## config.mk

```make
export PLATFORM = sky130hd
export DESIGN_NAME = agc_engine
export DESIGN_NICKNAME = d
export VERILOG_FILES = /design/src/rtl/agc_pkg.sv /design/src/rtl/agc_silence_det.sv /design/src/rtl/agc_gain_ramp.sv /design/src/rtl/agc_engine.sv
export SDC_FILE = /design/constraint.sdc
export NUM_CORES = 1
export LEC_CHECK = 0
export ABC_AREA = 1
export CORE_ASPECT_RATIO = 0.6
export CORE_UTILIZATION = 54
export CTS_CLUSTER_SIZE = 25
export DETAILED_ROUTE_END_ITERATION = 16
export PLACE_DENSITY = 0.93
export SYNTH_ARGS = -nofsm -noshare
export SYNTH_HDL_FRONTEND = slang
export SYNTH_SLANG_ARGS = --single-unit
```

## constraint.sdc

```tcl
create_clock -name clk -period 6.55 [get_ports clk]
set_input_delay 0.655 -clock clk [delete_from_list [all_inputs] [get_ports clk]]
set_output_delay 0.655 -clock clk [all_outputs]
set_load 0.05 [all_outputs]
```

## src/rtl/agc_pkg.sv

```systemverilog
package agc_pkg;

  typedef enum logic [1:0] {
    DIR_HOLD  = 2'd0,
    DIR_CUT   = 2'd1,
    DIR_BOOST = 2'd2
  } agc_dir_e;

  // target attenuation in half-dB below full scale
  function automatic logic [8:0] target_att(input logic [2:0] sel);
    case (sel)
      3'd0:    return 9'd11;
      3'd1:    return 9'd16;
      3'd2:    return 9'd20;
      3'd3:    return 9'd24;
      3'd4:    return 9'd28;
      3'd5:    return 9'd34;
      3'd6:    return 9'd40;
      default: return 9'd48;
    endcase
  endfunction

  // noise floor attenuation, code 1..31 -> 60 + 4*(code-1) half-dB
  function automatic logic [8:0] floor_att(input logic [4:0] code);
    logic [4:0] idx;
    idx = code - 5'd1;
    return 9'd60 + {2'b00, idx, 2'b00};
  endfunction

  // hysteresis window in half-dB, code 3 means none
  function automatic logic [8:0] hyst_amt(input logic [1:0] code);
    case (code)
      2'd0:    return 9'd2;
      2'd1:    return 9'd4;
      2'd2:    return 9'd6;
      default: return 9'd0;
    endcase
  endfunction

endpackage

```

## src/rtl/agc_silence_det.sv

```systemverilog
module agc_silence_det #(
  parameter int LVL_W = 8,
  parameter int NDB_W = 5,
  parameter int SDB_W = 4
) (
  input  logic             clk,
  input  logic             rst,
  input  logic             en_i,
  input  logic             stb_i,
  input  logic [LVL_W-1:0] level_i,
  input  logic [4:0]       thr_code_i,
  input  logic [1:0]       hyst_code_i,
  input  logic [NDB_W-1:0] ndb_i,
  input  logic [SDB_W-1:0] sdb_i,
  output logic             silent_o
);
  import agc_pkg::*;

  localparam int CMP_W = (LVL_W > 9 ? LVL_W : 9) + 1;

  logic [CMP_W-1:0] lvl, flr, win;
  logic             det_on, quiet_now, loud_now;
  logic [NDB_W-1:0] quiet_run;
  logic [SDB_W-1:0] loud_run;

  assign lvl       = CMP_W'(level_i);
  assign flr       = CMP_W'(floor_att(thr_code_i));
  assign win       = CMP_W'(hyst_amt(hyst_code_i));
  assign det_on    = (thr_code_i != 5'd0);
  assign quiet_now = lvl > (flr + win);
  assign loud_now  = (lvl + win) < flr;

  always_ff @(posedge clk) begin
    if (rst || !en_i) begin
      silent_o  <= 1'b0;
      quiet_run <= '0;
      loud_run  <= '0;
    end else if (stb_i) begin
      if (!det_on) begin
        silent_o  <= 1'b0;
        quiet_run <= '0;
        loud_run  <= '0;
      end else if (!silent_o) begin
        loud_run <= '0;
        if (!quiet_now) begin
          quiet_run <= '0;
        end else if (quiet_run >= ndb_i) begin
          silent_o  <= 1'b1;
          quiet_run <= '0;
        end else begin
          quiet_run <= quiet_run + 1'b1;
        end
      end else begin
        quiet_run <= '0;
        if (!loud_now) begin
          loud_run <= '0;
        end else if (loud_run >= sdb_i) begin
          silent_o <= 1'b0;
          loud_run <= '0;
        end else begin
          loud_run <= loud_run + 1'b1;
        end
      end
    end
  end

endmodule

```

## src/rtl/agc_gain_ramp.sv

```systemverilog
module agc_gain_ramp #(
  parameter int LVL_W  = 8,
  parameter int GAIN_W = 7,
  parameter int TIME_W = 8
) (
  input  logic              clk,
  input  logic              rst,
  input  logic              en_i,
  input  logic              stb_i,
  input  logic [LVL_W-1:0]  level_i,
  input  logic [8:0]        tgt_i,
  input  logic [GAIN_W-1:0] max_i,
  input  logic [TIME_W-1:0] attack_i,
  input  logic [TIME_W-1:0] decay_i,
  input  logic              silent_i,
  input  logic [GAIN_W-1:0] manual_i,
  output logic [GAIN_W-1:0] gain_o,
  output logic              sat_o
);
  import agc_pkg::*;

  localparam int CMP_W = (LVL_W > 9 ? LVL_W : 9) + 1;

  agc_dir_e          dir_q, dir_n;
  logic [TIME_W-1:0] run_q, run_eff, period;
  logic              due;
  logic [GAIN_W-1:0] g_step, g_next;
  logic [CMP_W-1:0]  lvl, tgt;

  assign lvl = CMP_W'(level_i);
  assign tgt = CMP_W'(tgt_i);

  always_comb begin
    if (lvl < tgt)      dir_n = DIR_CUT;
    else if (lvl > tgt) dir_n = DIR_BOOST;
    else                dir_n = DIR_HOLD;
    run_eff = (dir_n == dir_q) ? run_q : '0;
    period  = (dir_n == DIR_CUT) ? attack_i : decay_i;
    due     = (dir_n != DIR_HOLD) && (run_eff >= period);
    g_step  = gain_o;
    if (silent_i) begin
      if (gain_o != '0) g_step = gain_o - 1'b1;
    end else if (due && dir_n == DIR_CUT && gain_o != '0) begin
      g_step = gain_o - 1'b1;
    end else if (due && dir_n == DIR_BOOST && gain_o < max_i) begin
      g_step = gain_o + 1'b1;
    end
    g_next = (g_step > max_i) ? max_i : g_step;
  end

  always_ff @(posedge clk) begin
    if (rst) begin
      gain_o <= '0;
      sat_o  <= 1'b0;
      dir_q  <= DIR_HOLD;
      run_q  <= '0;
    end else if (!en_i) begin
      gain_o <= manual_i;
      sat_o  <= 1'b0;
      dir_q  <= DIR_HOLD;
      run_q  <= '0;
    end else if (stb_i) begin
      gain_o <= g_next;
      sat_o  <= !silent_i && (dir_n == DIR_BOOST) && (gain_o >= max_i);
      if (silent_i) begin
        dir_q <= DIR_HOLD;
        run_q <= '0;
      end else begin
        dir_q <= dir_n;
        run_q <= (dir_n == DIR_HOLD || due) ? '0 : run_eff + 1'b1;
      end
    end
  end

endmodule

```

## src/rtl/agc_engine.sv

```systemverilog
module agc_engine #(
  parameter int LVL_W    = 8,
  parameter int GAIN_W   = 7,
  parameter int GAIN_MAX = 80,
  parameter int TIME_W   = 8,
  parameter int NDB_W    = 5,
  parameter int SDB_W    = 4
) (
  input  logic              clk,
  input  logic              rst,
  input  logic              en_i,
  input  logic              strobe_i,
  input  logic [LVL_W-1:0]  level_i,
  input  logic [2:0]        target_sel_i,
  input  logic [1:0]        hyst_sel_i,
  input  logic [4:0]        noise_thr_i,
  input  logic [GAIN_W-1:0] max_gain_i,
  input  logic [TIME_W-1:0] attack_i,
  input  logic [TIME_W-1:0] decay_i,
  input  logic [NDB_W-1:0]  noise_db_i,
  input  logic [SDB_W-1:0]  signal_db_i,
  input  logic [GAIN_W-1:0] manual_gain_i,
  input  logic              flag_clr_i,
  output logic [GAIN_W-1:0] gain_o,
  output logic              gain_valid_o,
  output logic              noise_o,
  output logic              noise_sticky_o,
  output logic              sat_o
);
  import agc_pkg::*;

  localparam logic [GAIN_W-1:0] CAP = GAIN_W'(GAIN_MAX);

  logic [GAIN_W-1:0] max_eff;
  logic [8:0]        tgt_att;

  assign max_eff = (max_gain_i > CAP) ? CAP : max_gain_i;
  assign tgt_att = target_att(target_sel_i);

  agc_silence_det #(.LVL_W(LVL_W), .NDB_W(NDB_W), .SDB_W(SDB_W)) u_sil (
    .clk(clk), .rst(rst), .en_i(en_i), .stb_i(strobe_i), .level_i(level_i),
    .thr_code_i(noise_thr_i), .hyst_code_i(hyst_sel_i),
    .ndb_i(noise_db_i), .sdb_i(signal_db_i), .silent_o(noise_o)
  );

  agc_gain_ramp #(.LVL_W(LVL_W), .GAIN_W(GAIN_W), .TIME_W(TIME_W)) u_ramp (
    .clk(clk), .rst(rst), .en_i(en_i), .stb_i(strobe_i), .level_i(level_i),
    .tgt_i(tgt_att), .max_i(max_eff), .attack_i(attack_i), .decay_i(decay_i),
    .silent_i(noise_o), .manual_i(manual_gain_i), .gain_o(gain_o), .sat_o(sat_o)
  );

  always_ff @(posedge clk) begin
    if (rst) noise_sticky_o <= 1'b0;
    else     noise_sticky_o <= noise_o | (noise_sticky_o & ~flag_clr_i);
  end

  assign gain_valid_o = ~noise_o;

endmodule

```

== Word-level counts from Yosys, hierarchy flattened ==
Cells that the tools add are included.
Widths: inputs -> output; s select.
Word-level totals
  input port bits: 62
  bits in registers: 29
  word-level logic and storage cells: 94
  output and inout bits: 11
Operators by class
  magnitude comparators: 11
  eq/ne operators: 12
  mux-type cells: 31
  bitwise operators: 5
  add/sub/neg operators: 9
  reductions and logical operators: 18
Operators by type and width (number)
  $mux 7: 8
  $pmux 6 s7: 1
  $mux 8: 4
  $mux 5: 4
  $mux 4: 4
  $add 9x3->10: 1
  $gt 8x10->1: 1
  $lt 10x9->1: 1
  $add 8x3->9: 1
  $eq 3x3->1 const B: 3
  $pmux 3 s3: 1
  $add 6x7->8 const A: 1
  $add 8x1->8 const B: 1
  $ge 8x8->1: 1
  $gt 8x6->1: 1
  $lt 8x6->1: 1
  $add 7x1->7 const B: 1
  $ge 7x7->1: 1
  $gt 7x7->1: 1
  $gt 7x7->1 const B: 1
  $logic_and 1x1->1: 7
  $lt 7x7->1: 1
  $reduce_bool 7->1: 1
  $sub 7x1->7 const B: 1
  23 further kinds: 38

== Logic depth before layout (Yosys ltp) ==
Gate-level depths: netlist (run 1).
  depth in word-level cells: 18
  depth in mapped cells: 43
  gate-level depth less buffers: 43

== By module ==
A second synthesis (run 1) with hierarchy kept.
Second synthesis, totals
  cells, all modules: 686
  area total of the unflattened synthesis: 4345.4 um^2
Modules (own cells, without submodules)
  agc_gain_ramp: cells each 414, area each 2628.8 um^2, instances 1, seq. area each 360.3 um^2
  agc_silence_det: cells each 231, area each 1524.0 um^2, instances 1, seq. area each 200.2 um^2
  agc_engine: cells each 41, area each 192.7 um^2, instances 1, seq. area each 20.0 um^2

== Worst setup path before layout (run 1) ==
OpenSTA, ideal clock, no wires.
  kind: input port to flip-flop
  start point: input target_sel_i[1]
  end point: register u_ramp.gain_o[4]
  path buffers: 1
  data required time: 6.424 ns
  setup time: 0.126 ns
  stages: 39
  setup slack: 1.803 ns
  arrival: 4.621 ns
  path through: nor2_1 -> inv_1 -> nor2_1 -> a21oi_1 -> o21ai_0 -> ha_1 -> nand2_2 -> nor2_4 -> nand2_2 -> nand2_2 -> buf_6 -> a21oi_4 -> nor2_4 -> nand2_1 -> ha_1 -> nand2_1 -> nand3b_1 -> nand2_1 -> (+3 left out) -> inv_1 -> nor2_4 -> nand2_1 -> xor2_1 -> nand2_1 -> nand2_1 -> ha_1 -> nand2_1 -> o21ai_0 -> nand2_1 -> o211ai_1 -> nand2_1 -> inv_1 -> nand2_1 -> nand2_1 -> inv_1 -> a21oi_1 -> nor2_1
Between the ends
  word-level cells in the longest chain between the ends: 18
  elaborated cells between the ends (all ways): 31
  classes of those cells: order compare: 4; eq/ne: 9; mux: 11; reduce/logical: 7
RTL lines
  start: declaration: line agc_engine.sv:14  | input logic [2:0] target_sel_i,
  $eq 3x3->1, or another cell as far along: line agc_pkg.sv:11  | case (sel)
  $pmux 6 s7 *: line agc_pkg.sv:11
  $gt 8x6->1: line agc_gain_ramp.sv:35  | else if (lvl > tgt) dir_n = DIR_BOOST;
  $mux 2: line agc_gain_ramp.sv:35
  $mux 2 *: line agc_gain_ramp.sv:34  | if (lvl < tgt) dir_n = DIR_CUT;
  $eq 2x2->1 / $eq 2x1->1 (equally long branches): line agc_gain_ramp.sv:37, agc_gain_ramp.sv:38, agc_gain_ramp.sv:43
  $mux 8 (on tied branches): line agc_gain_ramp.sv:37, agc_gain_ramp.sv:38
  $ge 8x8->1: line agc_gain_ramp.sv:39  | due = (dir_n != DIR_HOLD) && (run_eff >= period);
  $logic_and 1x1->1: line agc_gain_ramp.sv:39
  $logic_and 1x1->1 (2 in series): line agc_gain_ramp.sv:45  | end else if (due && dir_n == DIR_BOOST && gain_o < max_i) begin
  $mux 7: line agc_gain_ramp.sv:45
  $mux 7 *: line agc_gain_ramp.sv:43  | end else if (due && dir_n == DIR_CUT && gain_o != '0) begin
  $mux 7 *: line agc_gain_ramp.sv:41  | if (silent_i) begin
  $gt 7x7->1: line agc_gain_ramp.sv:48  | g_next = (g_step > max_i) ? max_i : g_step;
  $mux 7 *: line agc_gain_ramp.sv:48
  $mux 7 *: line agc_gain_ramp.sv:62  | end else if (stb_i) begin
  $mux 7 *: line agc_gain_ramp.sv:57  | end else if (!en_i) begin
  end signal: assignment: line agc_gain_ramp.sv:58  | gain_o <= manual_i;
  end signal: assignment: line agc_gain_ramp.sv:63  | gain_o <= g_next;
  end: declaration: line agc_gain_ramp.sv:17  | output logic [GAIN_W-1:0] gain_o,
Mark *: on every way between the ends. The rest lies on a longest branch, timed or not. The select of a mux whose other input is x is not followed.
A chain may end at the register's enable or synchronous reset.

== Final worst setup path (run 1) ==
  start point: input target_sel_i[0]
  end point: register u_ramp.gain_o[5]
The elaborated chain is that of the path after synthesis.

==> results of run 1 <==
[final cells by class]
cell class / count / area, µm² / area share, %
Clock buffer: 7 / 143 / 2.99
Clock inverter: 1 / 30.0 / 0.630
Inverter: 97 / 364 / 7.64
Multi-Input combinational cell: 455 / 2820 / 59.1
Sequential cell: 29 / 581 / 12.2
Tap cell: 87 / 109 / 2.28
Timing Repair Buffer: 72 / 721 / 15.1
[Yosys cell counts]
| library cell | number |
|---|---|
| nand3_1 | 33 |
| o211ai_1 | 3 |
| nor4_1 | 2 |
| nor2_1 | 37 |
| nor2_4 | 7 |
| inv_2 | 4 |
| nand2_2 | 7 |
| a211oi_1 | 1 |
| a21boi_0 | 1 |
| o21ai_0 | 23 |
| a21oi_2 | 3 |
| o21bai_1 | 2 |
| nand4_1 | 9 |
| xnor2_1 | 8 |
| xor2_1 | 16 |
| nor2_2 | 1 |
| nand4_2 | 1 |
| a21oi_1 | 57 |
| o21ai_1 | 2 |
| nand3_2 | 2 |
| dfxtp_1 | 29 |
| a31oi_1 | 1 |
| nand2_1 | 148 |
| clkbuf_1 | 6 |
| o22ai_1 | 1 |
| a211oi_2 | 1 |
| mux2i_1 | 7 |
| nor3_1 | 7 |
| a21oi_4 | 1 |
| inv_1 | 93 |
| fa_1 | 1 |
| buf_6 | 1 |
| ha_1 | 61 |
| nand3b_1 | 3 |
| o221ai_1 | 1 |
| nand2_4 | 2 |
| o21a_1 | 2 |
| or2_2 | 4 |
[through the flow]
step	cell area (µm²)	total power [µW]	utilization [%]	hold WS (ns)
after floorplan	3790	359	-	0.445
after global placement	4590	444	68.1	0.447
after detailed placement	4590	455	68.1	0.466
after CTS	4760	731	70.7	0.475
after global routing	4760	776	70.8	0.489
final	4760	737	70.8	0.474
[kinds of logic after synthesis]
kind of cell    count (synthesis)
simple gates                  263
flops                          29
mux                             7
fa+ha+maj                      62
xor+xnor                       24
buf+inv                       104
compound gates                 99
[critical path, delay by kind of cell]
kind            cells  cell delay, ns
compound gates      6            1.14
simple gates       23            2.40
fa+ha+maj           3            0.83
buf+inv             5            0.99
xor+xnor            1            0.17
[power groups by stage]
stage / Clock (µW) / Sequential (µW) / Combinational (µW)
2_1_floorplan: 0 / 202 / 157
3_5_place_dp: 0 / 192 / 263
6_report: 275 / 189 / 272
4_1_cts: 276 / 189 / 266
3_3_place_gp: 0 / 193 / 251
5_1_grt: 285 / 190 / 302
[state kept, by name, summed over array words and instances, names as in the netlist]
name,count
u_sil.quiet_run,5
u_sil.loud_run,4
noise_sticky_o,1
u_ramp.dir_q,2
u_sil.silent_o,1
u_ramp.run_q,8
u_ramp.gain_o,7
u_ramp.sat_o,1
[per-layer routing]
metal / GRT usage (%) / wire, µm / part of all wire [%] / vias to the layer above
met3: 11.9 / 1260 / 11 / 28
met5: 0 / 0 / 0 / -
met1: 40.8 / 4920 / 44 / 1887
met4: 7.89 / 165 / 1.5 / 0
li1: - / - / - / 2074
met2: 50.4 / 4730 / 43 / 222
[worst max-delay path by stage]
| stage | endpoint | slack, ns | cells after the start |
|---|---|---|---|
| CTS | u_ramp.gain_o[5]$_SDFFE_PP0P_ | 0.57 | 40 |
| finish | u_ramp.gain_o[5]$_SDFFE_PP0P_ | 0.48 | 38 |
| detailed placement | u_ramp.gain_o[5]$_SDFFE_PP0P_ | 0.30 | 40 |
| global placement | u_ramp.gain_o[5]$_SDFFE_PP0P_ | 0.58 | 38 |
| floorplan | u_ramp.gain_o[4]$_SDFFE_PP0P_ | 1.80 | 39 |
| global route | u_ramp.gain_o[5]$_SDFFE_PP0P_ | 0.02 | 40 |
==> reports/metrics.cfg, run 1 <==
[sta]
tns_ns=0
skew_ns=0.00285
slew_violations=0
tightest_slew_ns=0.730
fin_crit_ns=6.07
relSlewSlack_pct=51.3
fin_ws_ns=0.483
rsz0062_at_grt=false
finalCritPeriodShare_pct=92.6
finalHoldViolCount=0
max_freq_ghz=0.165
setup_viol=0

[floorplan]
fp.dieW_um=110
core_area_um2=6730
die_h_um=66.9
ios=73
row_count=23
initial_core_util_pct=56.3
dieArea_um2=7370

[drt]
drcViolationCount=0
vias_per_cell=5.63
wl_per_cell_um=14.8
via_count=4211
routed_wl_um=11100
drt_iter0_drc=369
drt-pass1-iter-count=6
ant_nets=0

[synth]
syn_area_um2=3790
synth_cell_types=38
ys_seq_elements=29
synth-xor-area-share_pct=5.54
synthAdderAreaFrac_pct=20.7
syn_nets=712
yosys.area.top_type_share_pct=20.1
yosys_warnings=0
synth_top_family_by_area=simple AND/OR/NAND/NOR gates
synth.area.mux_share_pct=1.85
avgSynthCellArea_um2=6.45
synthTopCellsByArea=ha_1 (20%), dfxtp_1 (15%), nand2_1 (15%)
yosys.area_share.simple_pct=31.5
synthCells=588
synth_compound_area_share_pct=14.6
yosysTopAreaCell=ha_1
yosysSeqAreaShare_pct=15.3

[layout]
layout_commonest_cell=nand2_1
final_cell_mix=nand2_1 (148), inv_1 (93), clkdlybuf4s50_1 (72)
nets=784
drive_gt1_share_pct=6.05
antenna_cells=0
syn2layout_area_growth_pct=25.7
final_cells=748
n_fill_cell=557

[power_and_ir_drop]
p_sw_share_pct=34.6
leakagePower_uw=0.00233
pwr_density_cell_nw_per_um2=155
ir_drop_uv=178
internal_power_uw=482
power_frac_seq_pct=25.7
power_switching_uw=255
pwr-share-clk_pct=37.4
power_frac_comb_pct=36.9

[cts]
cts-root-buf=clkbuf_16
hold_buffers=0
cts_setup_buffers=0
h-tree-depth=2
clockBufferDepth=2
cts_resized=0
path_clk_slew_ns=0.05
cts_buffers=5
worstSkewPairLatency_ns=0.28
tritoncts=done
cts_sinks=29

[setup_path]
cp_data_arrival_time_ns=6.22
path_max_fanout=14
crit_required_ns=6.70
r2r-start=u_ramp.dir_q[1]$_SDFFE_PP0P_
critPathLaunch=target_sel_i[0]
reg2reg_slack_ns=2.05
rr_worst_depth=32
cp_slowest_cell=clkdlybuf4s50_1
cpMostUsedCell=nand2_1
reg2reg_to=u_ramp.gain_o[5]$_SDFFE_PP0P_
crit_type=in2reg
critPathMaxStageDelay_ns=0.52
cp-start-kind=input pin
cp-end-kind=register

[place]
numPlacedInstances=740
preCtsSetupSlack_ns=0.300
port_buffers=72
gp_congestion=1.09
post-dp-hpwl_um=9120

[grt]
grt_pass1_wl_um=17800
grt_usage_pct=31.9
first_global_vias=3919
grt_max_degree=22
antenna_found_initial=0
grt_overflow=0

[hold_path]
hold_start=u_ramp.dir_q[0]$_SDFFE_PP0P_
holdPathEnd=u_ramp.dir_q[0]$_SDFFE_PP0P_
min_path_type=reg2reg
hold_path_depth=2

[job]
cap_violations=0

[outcome]
status=complete, no violations

Note: power is estimated with default switching activity, not from simulation.
==> run 2: changes to the inputs <==
- SLEW_MARGIN: default -> 5
==> results of run 2 <==
Same layout as run 1: the final DEF is identical, and so are final timing and power.
